## src/rtl/pll_srch_pkg.sv

```systemverilog
package pll_srch_pkg;
  localparam int DIV_BITS  = 5;
  localparam int MUL_BITS  = 8;
  localparam int CFG_BITS  = 16;
  localparam int DIV_LIMIT = 31;

  typedef logic [DIV_BITS-1:0] coef_div_t;
  typedef logic [MUL_BITS-1:0] coef_mul_t;

  typedef enum logic [1:0] {
    S_IDLE = 2'd0,
    S_SCAN = 2'd1,
    S_MUL  = 2'd2,
    S_RATE = 2'd3
  } srch_state_t;
endpackage

```

## src/rtl/pll_srch_prescan.sv

```systemverilog
module pll_srch_prescan
  import pll_srch_pkg::*;
#(
  parameter int FREQ_W      = 20,
  parameter int MIN_REF_KHZ = 2000
) (
  input  logic              clk,
  input  logic              rst,
  input  logic              load,
  input  logic [FREQ_W-1:0] ref_khz,
  output coef_div_t         div_val,
  output logic              fin
);
  localparam int PROD_W = FREQ_W + DIV_BITS + 1;

  logic             active;
  logic [PROD_W-1:0] need;
  logic             step_ok;

  // the next divider is allowed while ref >= MIN * (d+1)
  assign need    = PROD_W'(MIN_REF_KHZ) * PROD_W'({1'b0, div_val} + 6'd1);
  assign step_ok = (div_val != coef_div_t'(DIV_LIMIT)) && (PROD_W'(ref_khz) >= need);

  always_ff @(posedge clk) begin
    if (rst) begin
      div_val <= coef_div_t'(1);
      active  <= 1'b0;
      fin     <= 1'b0;
    end else begin
      fin <= 1'b0;
      if (load) begin
        div_val <= coef_div_t'(1);
        active  <= 1'b1;
      end else if (active) begin
        if (step_ok) begin
          div_val <= div_val + coef_div_t'(1);
        end else begin
          active <= 1'b0;
          fin    <= 1'b1;
        end
      end
    end
  end
endmodule

```

## src/rtl/pll_srch_divider.sv

```systemverilog
module pll_srch_divider #(
  parameter int NW = 28,
  parameter int DW = 20
) (
  input  logic          clk,
  input  logic          rst,
  input  logic          go,
  input  logic [NW-1:0] num,
  input  logic [DW-1:0] den,
  output logic [NW-1:0] quot,
  output logic          done
);
  localparam int CW = $clog2(NW + 1);

  logic [DW:0]   rem;
  logic [DW:0]   shifted;
  logic [DW:0]   rem_next;
  logic          ge;
  logic [CW-1:0] cnt;
  logic          run;

  always_comb begin
    shifted  = {rem[DW-1:0], quot[NW-1]};
    ge       = shifted >= {1'b0, den};
    rem_next = ge ? (shifted - {1'b0, den}) : shifted;
  end

  always_ff @(posedge clk) begin
    if (rst) begin
      rem  <= '0;
      quot <= '0;
      cnt  <= '0;
      run  <= 1'b0;
      done <= 1'b0;
    end else begin
      done <= 1'b0;
      if (go) begin
        rem  <= '0;
        quot <= num;
        cnt  <= CW'(NW);
        run  <= 1'b1;
      end else if (run) begin
        rem  <= rem_next;
        quot <= {quot[NW-2:0], ge};
        cnt  <= cnt - CW'(1);
        if (cnt == CW'(1)) begin
          run  <= 1'b0;
          done <= 1'b1;
        end
      end
    end
  end
endmodule

```

## src/rtl/pll_srch_encoder.sv

```systemverilog
module pll_srch_encoder
  import pll_srch_pkg::*;
#(
  parameter int ACH_W = 28,
  parameter int THR1  = 126000,
  parameter int THR2  = 251000,
  parameter int THR3  = 501000
) (
  input  logic [ACH_W-1:0]    rate,
  input  coef_div_t           div_val,
  input  coef_mul_t           mul_val,
  output logic [1:0]          range_code,
  output logic [CFG_BITS-1:0] word
);
  always_comb begin
    if (rate >= ACH_W'(THR3))      range_code = 2'd3;
    else if (rate >= ACH_W'(THR2)) range_code = 2'd2;
    else if (rate >= ACH_W'(THR1)) range_code = 2'd1;
    else                           range_code = 2'd0;
    word = {range_code, 1'b0, div_val, mul_val};
  end
endmodule

```

## src/rtl/pll_coef_search.sv

```systemverilog
module pll_coef_search
  import pll_srch_pkg::*;
#(
  parameter int FREQ_W      = 20,
  parameter int RATE_W      = 20,
  parameter int MIN_REF_KHZ = 2000,
  parameter int THR1        = 126000,
  parameter int THR2        = 251000,
  parameter int THR3        = 501000
) (
  input  logic                  clk,
  input  logic                  rst,
  input  logic                  start,
  input  logic [FREQ_W-1:0]     ref_khz,
  input  logic [RATE_W-1:0]     want_kbps,
  output logic                  busy,
  output logic                  done,
  output logic [CFG_BITS-1:0]   cfg_word,
  output logic [FREQ_W+7:0]     achieved_kbps,
  output logic                  mul_ovf
);
  localparam int ACH_W = FREQ_W + MUL_BITS;
  localparam int NUM_A = RATE_W + DIV_BITS + 1;
  localparam int NUM_B = FREQ_W + MUL_BITS;
  localparam int NUM_W = (NUM_A > NUM_B) ? NUM_A : NUM_B;

  srch_state_t         st;
  logic [FREQ_W-1:0]   ref_q;
  logic [RATE_W-1:0]   want_q;
  logic [NUM_W-1:0]    op_num;
  logic [FREQ_W-1:0]   op_den;
  logic                dv_go;
  logic                dv_done;
  logic [NUM_W-1:0]    dv_quot;
  coef_div_t           div_w;
  logic                scan_fin;
  logic                accept;
  coef_mul_t           mul_q;
  logic                ovf_q;
  logic                sat;
  coef_mul_t           mul_sat;
  logic [1:0]          range_w;
  logic [CFG_BITS-1:0] enc_word;

  assign accept  = start && (st == S_IDLE);
  assign busy    = (st != S_IDLE);
  assign sat     = |dv_quot[NUM_W-1:MUL_BITS];
  assign mul_sat = sat ? coef_mul_t'('1) : dv_quot[MUL_BITS-1:0];

  pll_srch_prescan #(
    .FREQ_W      (FREQ_W),
    .MIN_REF_KHZ (MIN_REF_KHZ)
  ) u_scan (
    .clk     (clk),
    .rst     (rst),
    .load    (accept),
    .ref_khz (ref_q),
    .div_val (div_w),
    .fin     (scan_fin)
  );

  pll_srch_divider #(
    .NW (NUM_W),
    .DW (FREQ_W)
  ) u_div (
    .clk  (clk),
    .rst  (rst),
    .go   (dv_go),
    .num  (op_num),
    .den  (op_den),
    .quot (dv_quot),
    .done (dv_done)
  );

  pll_srch_encoder #(
    .ACH_W (ACH_W),
    .THR1  (THR1),
    .THR2  (THR2),
    .THR3  (THR3)
  ) u_enc (
    .rate       (dv_quot[ACH_W-1:0]),
    .div_val    (div_w),
    .mul_val    (mul_q),
    .range_code (range_w),
    .word       (enc_word)
  );

  always_ff @(posedge clk) begin
    if (rst) begin
      st            <= S_IDLE;
      ref_q         <= '0;
      want_q        <= '0;
      op_num        <= '0;
      op_den        <= '0;
      dv_go         <= 1'b0;
      mul_q         <= '0;
      ovf_q         <= 1'b0;
      cfg_word      <= '0;
      achieved_kbps <= '0;
      mul_ovf       <= 1'b0;
      done          <= 1'b0;
    end else begin
      dv_go <= 1'b0;
      done  <= 1'b0;
      case (st)
        S_IDLE: begin
          if (start) begin
            ref_q  <= (ref_khz == '0) ? FREQ_W'(MIN_REF_KHZ) : ref_khz;
            want_q <= want_kbps;
            st     <= S_SCAN;
          end
        end
        S_SCAN: begin
          if (scan_fin) begin
            // ceiling division: (want*d + ref - 1) / ref
            op_num <= NUM_W'(want_q) * NUM_W'(div_w) + NUM_W'(ref_q) - NUM_W'(1);
            op_den <= ref_q;
            dv_go  <= 1'b1;
            st     <= S_MUL;
          end
        end
        S_MUL: begin
          if (dv_done) begin
            mul_q  <= mul_sat;
            ovf_q  <= sat;
            op_num <= NUM_W'(ref_q) * NUM_W'(mul_sat);
            op_den <= FREQ_W'(div_w);
            dv_go  <= 1'b1;
            st     <= S_RATE;
          end
        end
        S_RATE: begin
          if (dv_done) begin
            cfg_word      <= enc_word;
            achieved_kbps <= dv_quot[ACH_W-1:0];
            mul_ovf       <= ovf_q;
            done          <= 1'b1;
            st            <= S_IDLE;
          end
        end
        default: st <= S_IDLE;
      endcase
    end
  end
endmodule

```

## config.mk

```make
export PLATFORM = sky130hd
export DESIGN_NAME = pll_coef_search
export DESIGN_NICKNAME = d
export VERILOG_FILES = /design/src/rtl/pll_srch_pkg.sv /design/src/rtl/pll_srch_prescan.sv /design/src/rtl/pll_srch_divider.sv /design/src/rtl/pll_srch_encoder.sv /design/src/rtl/pll_coef_search.sv
export SDC_FILE = /design/constraint.sdc
export NUM_CORES = 1
export LEC_CHECK = 0
export BUFFER_PORTS_ARGS = -buffer_cell sky130_fd_sc_hd__buf_2
export CAP_MARGIN = 15
export CORE_MARGIN = 2
export CORE_UTILIZATION = 25
export DETAILED_ROUTE_END_ITERATION = 8
export GPL_TIMING_DRIVEN = 0
export PLACE_DENSITY = 0.37
export SYNTH_ARGS = -nofsm -noshare
export SYNTH_HDL_FRONTEND = slang
export SYNTH_SLANG_ARGS = --single-unit
```

## constraint.sdc

```tcl
create_clock -name clk -period 11.45 [get_ports clk]
set_input_delay 1.7175 -clock clk [delete_from_list [all_inputs] [get_ports clk]]
set_output_delay 1.7175 -clock clk [all_outputs]
set_load 0.02 [all_outputs]
```

==> qor.csv, run 1 <==
metric,value,unit
syn_inst,2402,
nFillCells,8408,
die_w,284,µm
synthArstFlopShare,0,%
path_class,flip-flop to flip-flop,
clk_latency,0.59,ns
die_h,284,µm
postPlaceCellArea,21400,µm²
worst_pin_slew,1.09,ns
yosys_warnings,0,
drv_cap,0,
cts_root_buffer,clkbuf_16,
cp-start-kind,flip-flop,
crit_arrival,8.09,ns
rsz0062_at_grt,no,
drtPass1Iterations,5,
hold_viol,0,
ctsHtreeMaxLevel,1,
numPlacedInstances,3530,
multiInputGateArea,14000,µm²
skew,0.0137,ns
hold_path.class,flip-flop to flip-flop,
worst-path-max-fanout,10,
r2r.worst_path.cells,24,
setup_viol,0,
layout-drive-gt1-share,7.24,%
port_buffers,87,
nets,2935,
grt_start_max_net_pins,16,
cts_tree,yes,
critPathCapture,op_num[24],
layout.cells.non_filler,3581,
synth_most_common_cell,nand2_1,
r2r-end,op_num[24],
core-area,77700,µm²
synth_area_leader_cell,dfxtp_1,
switchingPower,0.00199,W
outcome,finished clean,
fin_crit,7.62,ns
ir_drop,0.000139,V
place_congestion,0.865,
clkTransAtPathRegs,0.06,ns
cts_max_path_buffers,3,
synth_area_leaders,"dfxtp_1 21%, fa_1 20%, ha_1 11%, nand2_1 6.9%, inv_1 5.2%",
vias,16700,
grt_pass1_wl,110000,µm
report.final.slew_viol_count,0,
synth_seq_cells,207,
worstReg2RegStart,u_div.quot[21],
setup-tns-final,0,ns
hold_depth,2,
detail_route.wl_per_cell,19.7,µm
cts_hold_buffers,0,
ys_seq_area_share,21.1,%
clock-sinks,207,
rrSetupSlack,3.83,ns
power_frac_comb,54.4,%
rows,102,
drt-initial-drc-count,830,
grt-ovfl-total,0,
cts_inserted_buffers,28,
dominantRegCellSynth,dfxtp_1,
vias_per_cell,4.67,
synthesis.area,19700,µm²
syn2layout_area_growth,14.1,%
die-area,80900,µm²
antenna_found_initial,3,
grt_usage,17.5,%
p_clk_share,23.1,%
worst_setup_path_end_kind,flip-flop,
required,11.93,ns
cts_resized,0,
yosys-top-cells-count,"361 x nand2_1, 274 x inv_1, 207 x dfxtp_1",
startpoint,u_div.quot[21],
slew_headroom,27.6,%
grt_pass1_vias,17800,
leakagePower,9.90,nW
synth_edf_count,0,
drc_errors,0,
hpwl,57000,µm
pwr-share-seq,22.5,%
io_pins,90,
fin_area,22400,µm²
synth.distinct_cells,72,
start_util,25.3,%
antenna-diode-count,0,
cts_setup_buffers,0,
max_freq,131,MHz
switching_share,46.8,%
post-route-period-util,66.5,%
synth_top_area_share,21.1,%
syn-num-nets,2817,
power.density,190,nW/µm²
wl,70700,µm
syn_avg_cell_area,8.19,µm²
antenna_left,0,
seq_area,4140,µm²
intPower,0.00226,W
[logic make-up (layout without fill, tap and decap cells)]
| kind of cell | Yosys count | after routing | synth area share [%] |
|---|---|---|---|
| simple gates | 844 | 844 | 19.9 |
| compound gates | 463 | 463 | 14.9 |
| buf+inv | 406 | 545 | 7.82 |
| fa+ha+maj | 372 | 372 | 31.2 |
| flops | 207 | 207 | 21.1 |
| xor+xnor | 62 | 62 | 2.76 |
| mux | 47 | 47 | 2.41 |
| other cells | 1 | 1 | 0.0191 |
[sequential cells by signal (all words and copies together), names as in the netlist, 8 cells and up]
| register | flops |
|---|---|
| achieved_kbps | 28 |
| cfg_word | 15 |
| mul_q | 8 |
| op_den | 20 |
| op_num | 28 |
| ref_q | 20 |
| u_div.quot | 28 |
| u_div.rem | 20 |
| want_q | 20 |
[how the worst min path moves through the flow]
stage                           startpoint               end  slack, ns
after global placement           op_den[9]         op_den[9]       0.44
final                     achieved_kbps[5]  achieved_kbps[5]       0.45
after CTS                 achieved_kbps[2]  achieved_kbps[2]       0.46
after detailed placement         op_den[8]         op_den[8]       0.44
after floorplan                      ovf_q           mul_ovf       0.43
after global routing             op_den[9]         op_den[9]       0.47
[layout make-up]
type                            instances  share of cell area, %
Buffer                                129                   2.22
Clock inverter                         17                   1.12
Timing Repair Buffer                   88                   1.97
Inverter                              277                   4.64
Multi-Input combinational cell       1789                   62.3
Tap cell                             1040                   5.80
Clock buffer                           34                   3.45
Sequential cell                       207                   18.5
[placed cells by master, fill, tap and decap left out, types with 20 or more instances in the layout]
cell and n:
a211oi_1 36, a21o_1 39, a21oi_1 201, a31oi_1 22
and2_1 114, buf_1 20, buf_2 92, clkbuf_1 103
clkbuf_16 28, dfxtp_1 207, fa_1 196, ha_1 176
inv_1 274, mux2i_1 45, nand2_1 361, nand3_1 28
nor2_1 185, nor3_1 32, o21ai_0 56, xnor2_1 34
xor2_1 28
[per-layer routing]
metal	part of all wire, %	track usage [%]	wire [µm]	vias up
met2	48	30.5	33700	278
met1	47	23.2	32900	8211
met4	2.9	4.54	2020	0
met3	2.9	1.65	2060	85
met5	0	0	0	-
li1	-	-	-	8148
[through the flow]
stage / utilization [%] / total power (W) / setup WS (ns) / hold WS [ns]
floorplan: - / 0.00253 / 5.29 / 0.431
global placement: 27.5 / 0.00328 / 3.83 / 0.444
detailed placement: 27.5 / 0.00329 / 3.80 / 0.445
CTS: 28.9 / 0.00429 / 3.76 / 0.456
global route: 28.9 / 0.00460 / 3.42 / 0.470
finish: 28.9 / 0.00425 / 3.83 / 0.452
[power by group through the flow]
stage,sequential (W),clock [W],combinational (W)
2_1_floorplan,0.000894,0,0.00163
3_3_place_gp,0.000975,0,0.00231
3_5_place_dp,0.000977,0,0.00231
4_1_cts,0.000961,0.00100,0.00233
5_1_grt,0.000972,0.00103,0.00259
6_report,0.000958,0.000981,0.00231
[critical path, stage by stage (launching register included)]
cell	delay (ns)
dfxtp_1	0.33
nor4_1	0.33
nand3_1	0.21
nor3_2	0.21
nand4_1	0.34
or2_2	0.40
clkbuf_1	0.31
clkbuf_1	0.43
nand2_1	0.21
fa_1	0.46
fa_1	0.55
inv_1	0.06
fa_1	0.53
inv_1	0.05
fa_1	0.54
inv_1	0.05
ha_1	0.39
a21oi_1	0.17
a31oi_1	0.45
a21oi_2	0.14
o211ai_1	0.24
and3_2	0.28
mux2i_1	0.47
a211oi_1	0.18
and2_1	0.16
No activity file was read; power rests on OpenSTA's default activity.
==> inputs of run 2 (changes only) <==
--- a/config.mk
+++ b/config.mk
@@ -5,6 +5,7 @@
 export SDC_FILE = /design/constraint.sdc
 export NUM_CORES = 1
 export LEC_CHECK = 0
+export ABC_AREA = 1
 export BUFFER_PORTS_ARGS = -buffer_cell sky130_fd_sc_hd__buf_2
 export CAP_MARGIN = 15
 export CORE_MARGIN = 2
==> constraint.sdc (replaced) <==
create_clock -name clk -period 7.7 [get_ports clk]
set_input_delay 1.155 -clock clk [delete_from_list [all_inputs] [get_ports clk]]
set_output_delay 1.155 -clock clk [all_outputs]
set_load 0.02 [all_outputs]
==> qor.csv, run 2 <==
metric,value,unit
mostFrequentLayoutCell,nand2_1,
dominantRegCellSynth,dfxtp_1,
yosys_warnings,0,
synth_edf_count,0,
fin_crit,6.43,ns
vias,19200,
antenna-diode-count,0,
core-area,82200,µm²
path_common_cell,nand2_1,
drc_errors,0,
drv_cap,0,
synth_area_leaders,"dfxtp_1 20%, fa_1 19%, nand2_1 13%, ha_1 11%, inv_1 10%",
critical_path_buf_inv_count,4,
drt-initial-drc-count,1222,
report.final.slew_viol_count,0,
synth.distinct_cells,46,
syn_avg_cell_area,7.02,µm²
io_pins,90,
nets,3502,
outcome,finished clean,
leakagePower,11.9,nW
top_regs,"achieved_kbps (28), op_num (28), u_div.quot (28)",
worstReg2RegStart,u_scan.div_val[0],
synthesis.area,20800,µm²
ctsHtreeMaxLevel,1,
cts_inserted_buffers,30,
grt_usage,18.3,%
rrSetupSlack,1.27,ns
holdPathEnd,dv_go,
rsz0062_at_grt,no,
ys_seq_area_share,19.9,%
vias_per_cell,4.59,
clkTransAtPathRegs,0.06,ns
r2r.worst_path.cells,26,
setup_viol,0,
final_cell_mix,"705 x nand2_1, 578 x inv_1, 313 x nor2_1, 207 x dfxtp_1, 196 x fa_1",
power,0.00923,W
ir_drop,0.000202,V
syn_inst,2965,
path_class,flip-flop to flip-flop,
syn-num-nets,3380,
setup-tns-final,0,ns
cp-start-kind,flip-flop,
worst_setup_path_end_kind,flip-flop,
synth_most_common_cell,nand2_1,
slew_headroom,28.8,%
worst-path-max-fanout,10,
cts_setup_buffers,0,
hold_depth,2,
postPlaceCellArea,22600,µm²
hold_path.class,flip-flop to flip-flop,
wl,78100,µm
cts_tree,yes,
min_from,u_scan.fin,
die_w,293,µm
synth_top_area_share,19.9,%
drtPass1Iterations,5,
crit_slowest_cell,xor2_1,
r2r-end,u_scan.div_val[1],
route.met2.wl,35300,µm
hpwl,64600,µm
timing.hold.ws,0.463,ns
synth_seq_cells,207,
top_layer_used,met5,
cts_hold_buffers,0,
skew,0.0186,ns
place_congestion,0.872,
max_freq,156,MHz
yosys-top-cells-count,"705 x nand2_1, 578 x inv_1, 315 x nor2_1",
path_delay_family,adder cells,
power.density,390,nW/µm²
antenna_left,0,
port_buffers,87,
antenna_found_initial,3,
die-area,85600,µm²
die_h,293,µm
cts_max_path_buffers,3,
fin_area,23700,µm²
critPathMaxStageDelay,0.73,ns
detail_route.wl_per_cell,18.7,µm
worst_pin_slew,1.07,ns
cts_root_buffer,clkbuf_16,
synth_area_leader_cell,dfxtp_1,
clock-sinks,207,
syn2layout_area_growth,13.7,%
dr_wl_met3,3040,µm
clk_latency,0.61,ns
utilization,28.8,%
rows,105,
crit_arrival,6.93,ns
hold_viol,0,
grt_pass1_wl,119000,µm
wl_met1,37200,µm
grt-ovfl-total,0,
synthArstFlopShare,0,%
cts_resized,0,
post-route-period-util,83.5,%
required,8.20,ns
layout-drive-gt1-share,6.40,%
grt_start_max_net_pins,17,
grt_pass1_vias,18900,
start_util,25.3,%
run 2: worst max-delay path by stage:
stage / slack (ns) / startpoint / endpoint / cells after the start
after floorplan: 2.55 / u_scan.div_val[0] / u_scan.div_val[4] / 24
after global placement: 1.08 / u_scan.div_val[0] / u_scan.div_val[1] / 25
after detailed placement: 1.03 / u_scan.div_val[0] / u_scan.div_val[1] / 25
after CTS: 1.00 / u_scan.div_val[0] / u_scan.div_val[1] / 25
after global routing: 0.71 / u_scan.div_val[0] / u_scan.div_val[4] / 24
final: 1.27 / u_scan.div_val[0] / u_scan.div_val[1] / 26
run 2: worst min-delay path, cell delays in order, from the launching register on:
cell,delay (ns)
dfxtp_1,0.31
nand2_1,0.05
a21oi_1,0.05
run 2: area by class of cell:
type                       instances  area [µm²]
multi-input combinational       2069       14000
buffer                            94         442
clock buffer                      38         841
fill                            9142       58600
inverter                         595        2230
sequential                       207        4140
timing repair buffer              90         469
clock inverter                    16         204
tap                             1070        1340
run 2: through the flow:
step / std cells / worst slack, ns
floorplan: 2965 / 2.55
global placement: 4122 / 1.08
detailed placement: 4124 / 1.03
CTS: 4178 / 1.00
global route: 4179 / 0.711
finish: 4179 / 1.27
run 2: cells by family (layout without fill, tap and decap cells):
logic type      Yosys count  in the layout  share of synthesized area (%)
simple gates           1273           1273                           25.8
buf+inv                 689            833                           12.8
compound gates          393            393                           10.8
fa+ha+maj               372            372                           29.4
flops                   207            207                           19.9
xor+xnor                 30             30                           1.26
other cells               1              1                         0.0180
run 2: where the power goes:
group,internal [W],switching [W],leakage [nW]
Combinational,0.00194,0.00437,9.76
Clock,0.000875,0.000590,0.504
Sequential,0.00124,0.000216,1.68
Total,0.00405,0.00518,11.9
run 2: layer usage:
layer | global-route usage, % | up-vias
li1 | - | 9514
met1 | 25.3 | 9181
met2 | 29.8 | 395
met3 | 2.16 | 96
met4 | 5.30 | 4
met5 | 0 | -
==> inputs of run 3 (changes only) <==
==> constraint.sdc (replaced) <==
create_clock -name clk -period 6.7 [get_ports clk]
set_input_delay 1.005 -clock clk [delete_from_list [all_inputs] [get_ports clk]]
set_output_delay 1.005 -clock clk [all_outputs]
set_load 0.02 [all_outputs]
==> qor.csv, run 3 (same netlist as run 2, synthesis figures left out) <==
metric,value,unit
outcome,finished clean,
crit_arrival,6.76,ns
crit_slowest_cell,fa_1,
power.density,448,nW/µm²
path_delay_family,simple AND/OR/NAND/NOR gates,
timing.hold.ws,0.461,ns
ctsHtreeMaxLevel,1,
critPathMaxStageDelay,0.55,ns
layout-drive-gt1-share,6.47,%
pre_cts_ws,0.0280,ns
ir_drop,0.000232,V
wl,78200,µm
min_from,u_scan.fin,
worst_pin_slew,1.04,ns
grt_pass1_vias,18900,
drtPass1Iterations,5,
final_cell_mix,"705 x nand2_1, 578 x inv_1, 313 x nor2_1, 207 x dfxtp_1, 196 x fa_1",
antenna-diode-count,0,
cts_max_path_buffers,3,
cts_root_buffer,clkbuf_16,
leakagePower,12.0,nW
setup_slack,0.444,ns
start_util,25.3,%
die-area,85600,µm²
mostFrequentLayoutCell,nand2_1,
die_w,293,µm
max_freq,160,MHz
rrSetupSlack,0.44,ns
port_buffers,87,
cts_setup_buffers,0,
report.final.slew_viol_count,0,
slew_headroom,30.8,%
core-area,82200,µm²
holdPathEnd,dv_go,
vias,19200,
top_regs,"achieved_kbps (28), op_num (28), u_div.quot (28)",
drc_errors,0,
worst_setup_path_end_kind,flip-flop,
die_h,293,µm
grt_pass1_wl,119000,µm
post-route-period-util,93.4,%
antenna_left,0,
hold_depth,2,
r2r.worst_path.cells,25,
path_common_cell,nand2_1,
required,7.20,ns
grt-ovfl-total,0,
critical_path_buf_inv_count,5,
path_class,flip-flop to flip-flop,
place_congestion,0.872,
rsz0062_at_grt,no,
clkTransAtPathRegs,0.06,ns
antenna_found_initial,3,
r2r-end,op_num[21],
cts_inserted_buffers,30,
detail_route.wl_per_cell,18.7,µm
setup-tns-final,0,ns
syn2layout_area_growth,13.8,%
grt_usage,18.3,%
io_pins,90,
clock-sinks,207,
clk_latency,0.61,ns
drv_cap,0,
grt_start_max_net_pins,17,
hold_path.class,flip-flop to flip-flop,
cts_tree,yes,
worst-path-max-fanout,10,
drt-initial-drc-count,1101,
hpwl,64600,µm
nets,3502,
cp-start-kind,flip-flop,
fin_crit,6.26,ns
rows,105,
setup_viol,0,
worstReg2RegStart,u_div.quot[26],
vias_per_cell,4.59,
skew,0.0189,ns
hold_viol,0,
run 3: changes by cell type in the layout (fill, tap and decap cells not counted):
cell      delta
clkbuf_1     -1
clkbuf_2     +1
xor2_2       +1
xor2_1       -1
run 3: cell type report:
class / instances / area, µm²
Sequential cell: 207 / 4140
Multi-Input combinational cell: 2069 / 14000
Tap cell: 1070 / 1340
Buffer: 94 / 443
Fill cell: 9141 / 58600
Clock inverter: 16 / 204
Inverter: 595 / 2230
Clock buffer: 38 / 841
Timing Repair Buffer: 90 / 469
run 3: per-layer routing:
metal	part of all wire, %	vias up	global-route usage [%]
met3	3.9	99	2.16
li1	-	9518	-
met5	0.032	-	0
met2	45	374	29.8
met4	3.3	4	5.30
met1	48	9176	25.3
run 3: power by group:
part           switching [W]  internal [W]
Combinational        0.00503       0.00223
Clock               0.000678       0.00101
Sequential          0.000248       0.00142
Total                0.00595       0.00465
run 3: tightest hold or removal path: stages (launching register included):
cell and delay [ns]:
dfxtp_1 0.31, nand2_1 0.05, a21oi_1 0.05
run 3: repair_timing:
item                       4_1_cts  5_1_grt
hold endpoints to repair         0        0
gates resized for setup          0        3
hold buffers                     0        0
setup endpoints to repair        0        6
run 3: worst max-delay path by stage:
stage	from	to	slack [ns]	depth (start not counted)
global placement	u_scan.div_val[0]	u_scan.div_val[1]	0.08	25
floorplan	u_scan.div_val[0]	u_scan.div_val[4]	1.55	24
global route	u_scan.div_val[2]	u_scan.div_val[4]	0.06	26
finish	u_div.quot[26]	op_num[21]	0.44	25
detailed placement	u_scan.div_val[0]	u_scan.div_val[1]	0.03	25
CTS	u_scan.div_val[0]	u_scan.div_val[1]	0.004	25
run 3: stage by stage:
| stage | instance area, µm² | power (W) | utilization [%] | std cells |
|---|---|---|---|---|
| 6_report | 23700 | 0.0106 | 28.8 | 4179 |
| 5_1_grt | 23700 | 0.0116 | 28.8 | 4179 |
| 3_3_place_gp | 22600 | 0.00896 | 27.5 | 4122 |
| 3_5_place_dp | 22600 | 0.00895 | 27.5 | 4124 |
| 4_1_cts | 23700 | 0.0107 | 28.8 | 4178 |
| 2_1_floorplan | 20800 | 0.00644 | - | 2965 |
